**config.mk**
```make
export PLATFORM = sky130hd
export DESIGN_NAME = dram_refresh_seq
export DESIGN_NICKNAME = d
export VERILOG_FILES = /design/src/rtl/dref_pkg.sv /design/src/rtl/dref_datapath.sv /design/src/rtl/dref_ctrl.sv /design/src/rtl/dram_refresh_seq.sv
export SDC_FILE = /design/constraint.sdc
export NUM_CORES = 1
export LEC_CHECK = 0
export ABC_AREA = 1
export BUFFER_PORTS_ARGS = -buffer_cell sky130_fd_sc_hd__buf_4
export CORE_MARGIN = 1
export CORE_UTILIZATION = 41
export CTS_CLUSTER_SIZE = 16
export DETAILED_ROUTE_END_ITERATION = 8
export PLACE_DENSITY = 0.53
export SYNTH_ARGS = -nofsm -noshare
export SYNTH_HDL_FRONTEND = slang
export SYNTH_HIERARCHICAL = 1
export SYNTH_SLANG_ARGS = --single-unit
```
**constraint.sdc**
```tcl
create_clock -name clk -period 2.7 [get_ports clk]
set_input_delay 0.54 -clock clk [delete_from_list [all_inputs] [get_ports clk]]
set_output_delay 0.54 -clock clk [all_outputs]
set_load 0.05 [all_outputs]
```
**src/rtl/dref_pkg.sv**
```systemverilog
`timescale 1ns/1ps
package dref_pkg;

  typedef enum logic [2:0] {
    PH_IDLE    = 3'd0,
    PH_SETUP   = 3'd1,
    PH_HOLD    = 3'd2,
    PH_RASONLY = 3'd3,
    PH_PRE     = 3'd4
  } phase_e;

  // Strobes from the control FSM to the timer datapath.
  typedef struct packed {
    logic   load;     // load the phase counter for phase 'sel'
    phase_e sel;
    logic   doneRef;  // a refresh cycle finished this clock
  } strobe_t;

  function automatic int ceilDiv(input int num, input int den);
    return (num + den - 1) / den;
  endfunction

  function automatic int maxI(input int a, input int b);
    return (a > b) ? a : b;
  endfunction

endpackage

```
**src/rtl/dref_datapath.sv**
```systemverilog
`timescale 1ns/1ps
module dref_datapath
  import dref_pkg::*;
#(
  parameter int CLK_NS      = 5,
  parameter int PAUSE_NS    = 200000,
  parameter int INTERVAL_NS = 15600,
  parameter int WARM_CYCLES = 8,
  parameter int DEBT_MAX    = 8,
  parameter int CSR_NS      = 5,
  parameter int CHR_NS      = 6,
  parameter int RAS_NS      = 28,
  parameter int RP_NS       = 17,
  parameter int RC_NS       = 48,
  parameter int RPC_NS      = 0
) (
  input  logic    clk,
  input  logic    rstN,
  input  strobe_t stb,
  output logic    pauseDone,
  output logic    phaseDone,
  output logic    debtNonZero,
  output logic    debtFull,
  output logic    readyOut
);

  // Cycle counts, rounded up at the clock period.
  localparam int PAUSE_C  = maxI(ceilDiv(PAUSE_NS, CLK_NS), 1);
  localparam int INT_C    = maxI(ceilDiv(INTERVAL_NS, CLK_NS), 1);
  localparam int CSR_C    = maxI(ceilDiv(CSR_NS, CLK_NS), 1);
  localparam int CHR_C    = maxI(ceilDiv(CHR_NS, CLK_NS), 1);
  localparam int RASLOW_C = maxI(ceilDiv(RAS_NS, CLK_NS), CHR_C + 1);
  localparam int ONLY_C   = RASLOW_C - CHR_C;
  localparam int PRE_C    = maxI(maxI(ceilDiv(RP_NS, CLK_NS), ceilDiv(RPC_NS, CLK_NS)),
                                 maxI(ceilDiv(RC_NS, CLK_NS) - RASLOW_C, 1));
  localparam int PHMAX_C  = maxI(maxI(CSR_C, CHR_C), maxI(ONLY_C, PRE_C));

  localparam int PW  = $clog2(PAUSE_C + 1);
  localparam int IW  = $clog2(INT_C + 1);
  localparam int PHW = $clog2(PHMAX_C + 1);
  localparam int DW  = $clog2(DEBT_MAX + 1);
  localparam int WW  = $clog2(WARM_CYCLES + 1);

  localparam logic [PW-1:0]  PAUSE_LAST = PW'(PAUSE_C - 1);
  localparam logic [IW-1:0]  INT_LAST   = IW'(INT_C - 1);
  localparam logic [DW-1:0]  DEBT_TOP   = DW'(DEBT_MAX);
  localparam logic [WW-1:0]  WARM_INIT  = WW'(WARM_CYCLES);

  // Power-up pause
  logic [PW-1:0] pauseCnt;
  logic          pauseQ;
  always_ff @(posedge clk or negedge rstN) begin
    if (!rstN) begin
      pauseCnt <= '0;
      pauseQ   <= 1'b0;
    end else if (!pauseQ) begin
      if (pauseCnt == PAUSE_LAST) pauseQ <= 1'b1;
      else                        pauseCnt <= pauseCnt + 1'b1;
    end
  end
  assign pauseDone = pauseQ;

  // Warm-up cycle counter; ready once it reaches zero
  logic [WW-1:0] warmLeft;
  always_ff @(posedge clk or negedge rstN) begin
    if (!rstN)                                   warmLeft <= WARM_INIT;
    else if (stb.doneRef && (warmLeft != '0))    warmLeft <= warmLeft - 1'b1;
  end
  assign readyOut = (warmLeft == '0);

  // Refresh interval timer, runs once ready
  logic [IW-1:0] intCnt;
  logic          tick;
  assign tick = readyOut && (intCnt == INT_LAST);
  always_ff @(posedge clk or negedge rstN) begin
    if (!rstN)          intCnt <= '0;
    else if (!readyOut) intCnt <= '0;
    else if (tick)      intCnt <= '0;
    else                intCnt <= intCnt + 1'b1;
  end

  // Refresh debt, saturating
  logic [DW-1:0] debt;
  logic          payDebt;
  assign payDebt     = stb.doneRef && readyOut;
  assign debtNonZero = (debt != '0);
  assign debtFull    = (debt == DEBT_TOP);
  always_ff @(posedge clk or negedge rstN) begin
    if (!rstN) debt <= '0;
    else begin
      case ({tick, payDebt})
        2'b10:   if (!debtFull)   debt <= debt + 1'b1;
        2'b01:   if (debtNonZero) debt <= debt - 1'b1;
        default: debt <= debt;
      endcase
    end
  end

  // Phase length counter
  logic [PHW-1:0] phCnt;
  logic [PHW-1:0] phLoad;
  always_comb begin
    case (stb.sel)
      PH_SETUP:   phLoad = PHW'(CSR_C - 1);
      PH_HOLD:    phLoad = PHW'(CHR_C - 1);
      PH_RASONLY: phLoad = PHW'(ONLY_C - 1);
      PH_PRE:     phLoad = PHW'(PRE_C - 1);
      default:    phLoad = '0;
    endcase
  end
  always_ff @(posedge clk or negedge rstN) begin
    if (!rstN)              phCnt <= '0;
    else if (stb.load)      phCnt <= phLoad;
    else if (phCnt != '0)   phCnt <= phCnt - 1'b1;
  end
  assign phaseDone = (phCnt == '0);

  // ready is sticky
  assert_ready_sticky_R7: assert property (@(posedge clk) disable iff (!rstN)
    readyOut |=> readyOut);

  // a tick on a full account leaves it full
  assert_debt_saturate_R9: assert property (@(posedge clk) disable iff (!rstN)
    (debtFull && tick && !payDebt) |=> debtFull);

  // no debt accrues before ready
  assert_no_debt_early_R8: assert property (@(posedge clk) disable iff (!rstN)
    !readyOut |=> !debtNonZero);

endmodule

```
**src/rtl/dref_ctrl.sv**
```systemverilog
`timescale 1ns/1ps
module dref_ctrl
  import dref_pkg::*;
(
  input  logic    clk,
  input  logic    rstN,
  input  logic    refGrant,
  input  logic    pauseDone,
  input  logic    phaseDone,
  input  logic    debtNonZero,
  input  logic    readyIn,
  output strobe_t stb,
  output logic    refReq,
  output logic    busOwn,
  output logic    rasN,
  output logic    lcasN,
  output logic    ucasN,
  output logic    weN,
  output logic    oeN
);

  phase_e state, stateNext;
  logic   rasQ, casQ, busQ;
  logic   pending;

  assign pending = pauseDone && (!readyIn || debtNonZero);

  always_comb begin
    stateNext = state;
    stb       = '{load: 1'b0, sel: PH_IDLE, doneRef: 1'b0};
    case (state)
      PH_IDLE: if (pending && refGrant) begin
        stateNext = PH_SETUP;
        stb.load  = 1'b1;
        stb.sel   = PH_SETUP;
      end
      PH_SETUP: if (phaseDone) begin
        stateNext = PH_HOLD;
        stb.load  = 1'b1;
        stb.sel   = PH_HOLD;
      end
      PH_HOLD: if (phaseDone) begin
        stateNext = PH_RASONLY;
        stb.load  = 1'b1;
        stb.sel   = PH_RASONLY;
      end
      PH_RASONLY: if (phaseDone) begin
        stateNext = PH_PRE;
        stb.load  = 1'b1;
        stb.sel   = PH_PRE;
      end
      PH_PRE: if (phaseDone) begin
        stateNext   = PH_IDLE;
        stb.doneRef = 1'b1;
      end
      default: stateNext = PH_IDLE;
    endcase
  end

  // Strobes are registered from the next state: glitch-free pins.
  always_ff @(posedge clk or negedge rstN) begin
    if (!rstN) begin
      state <= PH_IDLE;
      rasQ  <= 1'b1;
      casQ  <= 1'b1;
      busQ  <= 1'b0;
    end else begin
      state <= stateNext;
      busQ  <= (stateNext != PH_IDLE);
      rasQ  <= !((stateNext == PH_HOLD) || (stateNext == PH_RASONLY));
      casQ  <= !((stateNext == PH_SETUP) || (stateNext == PH_HOLD));
    end
  end

  assign refReq = busQ || pending;
  assign busOwn = busQ;
  assign rasN   = rasQ;
  assign lcasN  = casQ;
  assign ucasN  = casQ;
  assign weN    = 1'b1;
  assign oeN    = 1'b1;

  // RAS only falls with CAS already low
  assert_cas_lead_R3: assert property (@(posedge clk) disable iff (!rstN)
    $fell(rasQ) |-> $past(!casQ));

  // CAS returns high while RAS is still low
  assert_cas_release_R4: assert property (@(posedge clk) disable iff (!rstN)
    ($rose(casQ) && !$past(rasQ)) |-> !rasQ);

  // a cycle starts only after a grant
  assert_grant_start_R6: assert property (@(posedge clk) disable iff (!rstN)
    $rose(busQ) |-> $past(refGrant));

  // no bus ownership during the pause
  assert_no_own_in_pause_R2: assert property (@(posedge clk) disable iff (!rstN)
    !pauseDone |-> !busQ);

endmodule

```
**src/rtl/dram_refresh_seq.sv**
```systemverilog
`timescale 1ns/1ps
module dram_refresh_seq
  import dref_pkg::*;
#(
  parameter int CLK_NS      = 5,
  parameter int PAUSE_NS    = 200000,
  parameter int INTERVAL_NS = 15600,
  parameter int WARM_CYCLES = 8,
  parameter int DEBT_MAX    = 8,
  parameter int CSR_NS      = 5,
  parameter int CHR_NS      = 6,
  parameter int RAS_NS      = 28,
  parameter int RP_NS       = 17,
  parameter int RC_NS       = 48,
  parameter int RPC_NS      = 0
) (
  input  logic clk,
  input  logic rstN,
  input  logic refGrant,
  output logic refReq,
  output logic busOwn,
  output logic ready,
  output logic urgent,
  output logic rasN,
  output logic lcasN,
  output logic ucasN,
  output logic weN,
  output logic oeN
);

  strobe_t stb;
  logic    pauseDone, phaseDone, debtNonZero, debtFull, readyInt;

  dref_datapath #(
    .CLK_NS(CLK_NS), .PAUSE_NS(PAUSE_NS), .INTERVAL_NS(INTERVAL_NS),
    .WARM_CYCLES(WARM_CYCLES), .DEBT_MAX(DEBT_MAX),
    .CSR_NS(CSR_NS), .CHR_NS(CHR_NS), .RAS_NS(RAS_NS),
    .RP_NS(RP_NS), .RC_NS(RC_NS), .RPC_NS(RPC_NS)
  ) i_datapath (
    .clk(clk), .rstN(rstN), .stb(stb),
    .pauseDone(pauseDone), .phaseDone(phaseDone),
    .debtNonZero(debtNonZero), .debtFull(debtFull), .readyOut(readyInt)
  );

  dref_ctrl i_ctrl (
    .clk(clk), .rstN(rstN), .refGrant(refGrant),
    .pauseDone(pauseDone), .phaseDone(phaseDone),
    .debtNonZero(debtNonZero), .readyIn(readyInt),
    .stb(stb), .refReq(refReq), .busOwn(busOwn),
    .rasN(rasN), .lcasN(lcasN), .ucasN(ucasN), .weN(weN), .oeN(oeN)
  );

  assign ready  = readyInt;
  assign urgent = debtFull;

endmodule

```
Yosys cells after proc, flatten, opt, wreduce, memory -nomap -nowiden
Index checks and enable logic that the tools add are counted.
- register bits: 46
- word-level logic and storage cells: 82
- output and inout bits: 9
- equality and inequality tests: 17
- mux-type cells: 23
- bitwise operators: 2
- $add $sub $neg: 6
- reduce and logical (&&, ||, !) cells: 24
- operators with widths (operator ; count):
    12-bit 2-to-1 mux ; 2
    4-bit 2-to-1 mux ; 6
    3-bit 2-to-1 mux ; 7
    3-bit by 2-bit equality test with 1-bit output (second input constant) ; 6
    16-bit by 1-bit adder with 16-bit output (second input constant) ; 1
    16-bit equality test (second input constant) ; 1
    4-bit case mux with 4 select lines ; 1
    3-bit case mux with 5 select lines ; 1
    12-bit by 1-bit adder with 12-bit output (second input constant) ; 1
    12-bit equality test (second input constant) ; 1
    4-bit case mux with 2 select lines ; 1
    4-bit nonzero test ; 2
    4-bit by 1-bit subtractor with 4-bit output (second input constant) ; 2
    3-bit by 1-bit equality test with 1-bit output (second input constant) ; 2
    3-bit equality test (second input constant) ; 2
    3-bit zero test ; 2
    3-bit nonzero test ; 2
    1-bit logical AND ; 5
    4-bit by 1-bit adder with 4-bit output (second input constant) ; 1
    4-bit equality test (second input constant) ; 1
    4-bit zero test ; 1
    1-bit logical OR ; 4
    1-bit 2-to-1 mux ; 4
    2-bit case mux with 2 select lines ; 1
    11 further kinds ; 15

Depth between registers and ports, before layout
- word-level depth: 11
- gate-level depth with buffers: 16
- depth with buffers taken out: 16

Hierarchy
Netlist, hierarchy kept.
- modules (own cells, without submodules) (module ; times used ; cells an instance ; area an instance (µm²) ; sequential area each (µm²)):
    dref_datapath ; 1 ; 296 ; 2312.2 ; 1002.2
    dref_ctrl ; 1 ; 47 ; 381.6 ; 152.6

Worst setup path after synthesis
Ideal clock, no wire load.
- kind: register to register
- start point: reg i_datapath.phCnt[0]
- end point: reg i_datapath.debt[2]
- setup slack: 329 ps
- arrival: 2254 ps
- cell stages (with the launch flop): 17
- setup time: 117 ps
- required time: 2583 ps
- buffers on the path: 0
- cell sequence: dfrtp_1 -> inv_1 -> ha_1 -> nand2_1 -> inv_1 -> inv_1 -> nor3_1 -> nand2_1 -> clkinv_1 -> nand2_2 -> xor2_1 -> ha_1 -> or2_2 -> o21ai_1 -> nand2_1 -> nand2_1 -> nand2_1
- RTL lines (what ; RTL line ; text):
    start, declared ; dref_datapath.sv:100 ; logic [PHW-1:0] phCnt;
    start signal, assigned ; dref_datapath.sv:113 ; else if (stb.load) phCnt <= phLoad;
    start signal, assigned ; dref_datapath.sv:114 ; else if (phCnt != '0) phCnt <= phCnt - 1'b1;
    end signal, assigned ; dref_datapath.sv:92 ; 2'b10: if (!debtFull) debt <= debt + 1'b1;
    end signal, assigned ; dref_datapath.sv:93 ; 2'b01: if (debtNonZero) debt <= debt - 1'b1;
    end signal, assigned ; dref_datapath.sv:94 ; default: debt <= debt;
    end, declared ; dref_datapath.sv:83 ; logic [DW-1:0] debt;

==> results_dict.tcl <==
set metrics [dict create \
    viasPerCell 4.620 \
    power.leakage_nw 1.447 \
    num_rows 29 \
    drt_first_pass_iters 4 \
    routed_wl_um 4804 \
    synthCells 343 \
    synth_area_mm2 0.002694 \
    gp_congestion 0.8051 \
    fin_worst_skew_ps 11.54 \
    start_util_pct 42.42 \
    status "finished, final reports clean" \
    coreArea_mm2 0.006350 \
    multi_input_area_mm2 0.001279 \
    detail-route-antenna-nets 0 \
    grt_pass1_vias 1965 \
    post_drt_wl_per_cell_um 11.07 \
    cp_data_required_time_ps 2900 \
    ys_ff_latch 46 \
    fin_total_pwr_mw 1.139 \
    post-dp-hpwl_um 3481 \
    wl_met1_um 2472 \
    syn_avg_cell_area_um2 7.854 \
    cts_tree "built" \
    wl_met3_um 71 \
    internal_power_uw 873.3 \
    cts_buffers 5 \
    grt_pass1_wl_um 8797 \
    reg2reg_from "i_datapath/phCnt[0]$_DFFE_PN0P_" \
    syn_to_final_growth_pct 8.360 \
    combPwrFrac_pct 2.0 \
    ys_seq_area_share_pct 42.87 \
    tns_ps 0 \
    maxCapViolations 0 \
    crit_type "flip-flop to flip-flop" \
    drive_gt1_share_pct 16.25 \
    power.share.sequential_pct 60.4 \
    dieArea_mm2 0.006898 \
    cts_buffer_depth 2 \
    h-tree-depth 2 \
    wl_met2_um 2229 \
    antenna_cells 0 \
    period_minus_slack_ps 2382 \
    antenna_found_initial 0 \
    io_buffers 9 \
    track_usage_pct 15.35 \
    synth_top_area_share_pct 39.94 \
    slew_viol_final 0 \
    max_stage_delay_ps 390 \
    pin_count 12 \
    clk_pin_slew_ps 100 \
    timing.rr.end "i_datapath/debt[2]$_DFFE_PN0P_" \
    finalSetupViolations 0 \
    nets 365 \
    synth_largest_area_cell "dfrtp_1" \
    slew-limit-headroom_pct 60.63 \
    rsz0062_at_grt "no" \
    ir_drop_mv 0.3005 \
    clock_latency_ps 300 \
    clock-sinks 46 \
    die_w_um 83.06 \
    crit_path_end_kind "flip-flop" \
    r2r_setup_slack_ps 320 \
    worst_setup_path_start_kind "flip-flop" \
    clkPwrFrac_pct 37.6 \
    cp_common_cell "nand2_1" \
    swShare_pct 23.33 \
    worstMarginPinSlew_ps 590.5 \
    max_clock_freq_ghz 0.4199 \
    yosysWarnings 6 \
    synth_area_leaders "dfrtp_1 (40%), nand2_1 (12%), inv_1 (7.0%)" \
    grt-ovfl-total 0 \
    fill_cells 639 \
    drc 0 \
    maxUsedRoutingLayer "met4" \
    cp_max_fo 4 \
    crit_path_cell_trace "inv_1, ha_1, nand2_1, inv_1, inv_1, nor3_2, nand2_1, clkinv_1, nand2_2, xor2_1, ha_1, or2_2, o21ai_1, nand2_1, nand2_1, nand2_1" \
    slowest_stage "dfrtp_1" \
    layout.area.seq_mm2 0.001155 \
    worstPathArrival_ps 2580 \
    vias 2005 \
    grt_max_degree 47 \
    p_per_area_mw_per_mm2 390.2 \
    clockRootBuffer "clkbuf_8" \
    drt-initial-drc-count 60 \
    yosys.cell_types.count 37 \
    min_period_over_period_pct 88.21 \
    reg2regPathDepth 16 \
    hold_violations 0 \
    hold_path_class "input port to async pin" \
    fp.dieH_um 83.06 \
    p_switching_uw 265.7 \
]
==> routing by layer <==
layer  vias up  track usage (%)
met5         -                0
met4         0            3.762
met3         2            2.982
met2        10            25.56
met1       903            20.56
li1       1090                -
==> timing repair <==
| action | 4_1_cts | 5_1_grt |
|---|---|---|
| endpoints found under the setup margin | 0 | 1 |
| buffers inserted | 0 | 0 |
| gates resized for setup | 0 | 1 |
| hold buffers | 0 | 0 |
| endpoints found under the hold margin | 0 | 0 |
==> sequential cells by signal (all words and copies together) (netlist names) <==
register              cells
i_datapath/pauseCnt      16
i_datapath/debt           4
i_ctrl/rasN               1
i_ctrl/busOwn             1
i_datapath/pauseDone      1
i_datapath/warmLeft       4
i_datapath/phCnt          3
i_ctrl/state              3
i_ctrl/lcasN              1
i_datapath/intCnt        12
==> power groups by stage <==
stage	sequential, mW	clock (mW)	combinational (mW)
after floorplan	0.702	0	0.00945
after global placement	0.702	0	0.0241
after detailed placement	0.702	0	0.0242
after CTS	0.689	0.451	0.0244
after global routing	0.689	0.478	0.0265
final	0.689	0.428	0.0227
==> cells in the final DEF, fill, tap and decap left out, types with 2 or more instances in the layout <==
cell / n
o21ai_2: 2
nor3_1: 5
nand2_1: 89
ha_1: 6
dfrtp_1: 43
nor2_2: 2
nand3_1: 18
inv_1: 50
xor2_1: 14
nand3_2: 4
buf_4: 10
a31oi_1: 2
nand2_4: 2
nand4_1: 10
nor3_2: 5
dfstp_2: 3
o21ai_0: 7
xnor2_1: 8
a21oi_1: 5
conb_1: 2
nor2_1: 30
clkbuf_8: 5
nand2_2: 9
o21ai_1: 3
or2_2: 2
inv_2: 7
==> critical path, delay by kind of cell (launching register included) <==
| kind | cells | cell delay [ps] |
|---|---|---|
| simple gates | 8 | 920 |
| flops | 1 | 390 |
| fa+ha+maj | 2 | 340 |
| buf+inv | 4 | 320 |
| compound gates | 1 | 170 |
| xor+xnor | 1 | 150 |
==> synth_stat cells, drive strengths merged <==
library cell	count
a211oi	1
a21oi	5
a31oi	2
and2	1
and3	1
buf	5
clkinv	1
conb	1
dfrtp	43
dfstp	3
ha	6
inv	58
nand2	100
nand3	22
nand3b	1
nand4	10
nor2	33
nor3	11
nor3b	1
o21ai	12
o221ai	1
or2	3
xnor2	8
xor2	14
==> area by class of cell <==
cell class | count | area share, %
clock inverters | 3 | 0.7287
multi-input cells | 234 | 43.81
repair buffers | 10 | 2.572
well taps | 77 | 3.300
flip-flops and latches | 46 | 39.56
clock buffers | 5 | 2.357
inverters | 59 | 7.673
==> through the flow <==
step | cell area [um^2] | util [%] | cells | worst slack [ps] | hold slack [ps]
6_report | 2919 | 45.97 | 434 | 318.3 | 242.1
5_1_grt | 2919 | 45.97 | 434 | 57.61 | 280.2
4_1_cts | 2914 | 45.89 | 434 | 188.5 | 263.3
3_5_place_dp | 2824 | 44.47 | 426 | 195.0 | 458.7
3_3_place_gp | 2824 | 44.47 | 426 | 274.6 | 457.6
2_1_floorplan | 2698 | - | 344 | 329.3 | 244.4
==> cell families (layout without fill, tap and decap cells) <==
group | after synthesis | in the layout | synth area share, %
buffers and inverters | 64 | 77 | 9.986
AO/OA/AOI/OAI | 21 | 21 | 4.505
flip-flops | 46 | 46 | 42.87
other | 1 | 2 | 0.1392
adder cells (fa/ha/maj) | 6 | 6 | 2.787
AND/OR/NAND/NOR | 183 | 183 | 32.56
XOR/XNOR | 22 | 22 | 7.153
==> worst max path at each step <==
stage                                          startpoint                        endpoint  slack (ps)  depth (start not counted)
final                     i_datapath/phCnt[0]$_DFFE_PN0P_  i_datapath/debt[2]$_DFFE_PN0P_         320                         16
after detailed placement  i_datapath/phCnt[0]$_DFFE_PN0P_  i_datapath/debt[2]$_DFFE_PN0P_         200                         16
after CTS                 i_datapath/phCnt[0]$_DFFE_PN0P_  i_datapath/debt[2]$_DFFE_PN0P_         190                         16
after global routing      i_datapath/phCnt[0]$_DFFE_PN0P_  i_datapath/debt[2]$_DFFE_PN0P_          60                         16
after floorplan           i_datapath/phCnt[0]$_DFFE_PN0P_  i_datapath/debt[2]$_DFFE_PN0P_         330                         16
after global placement    i_datapath/phCnt[0]$_DFFE_PN0P_  i_datapath/debt[2]$_DFFE_PN0P_         270                         16
Note: power is estimated with default switching activity, not from simulation.
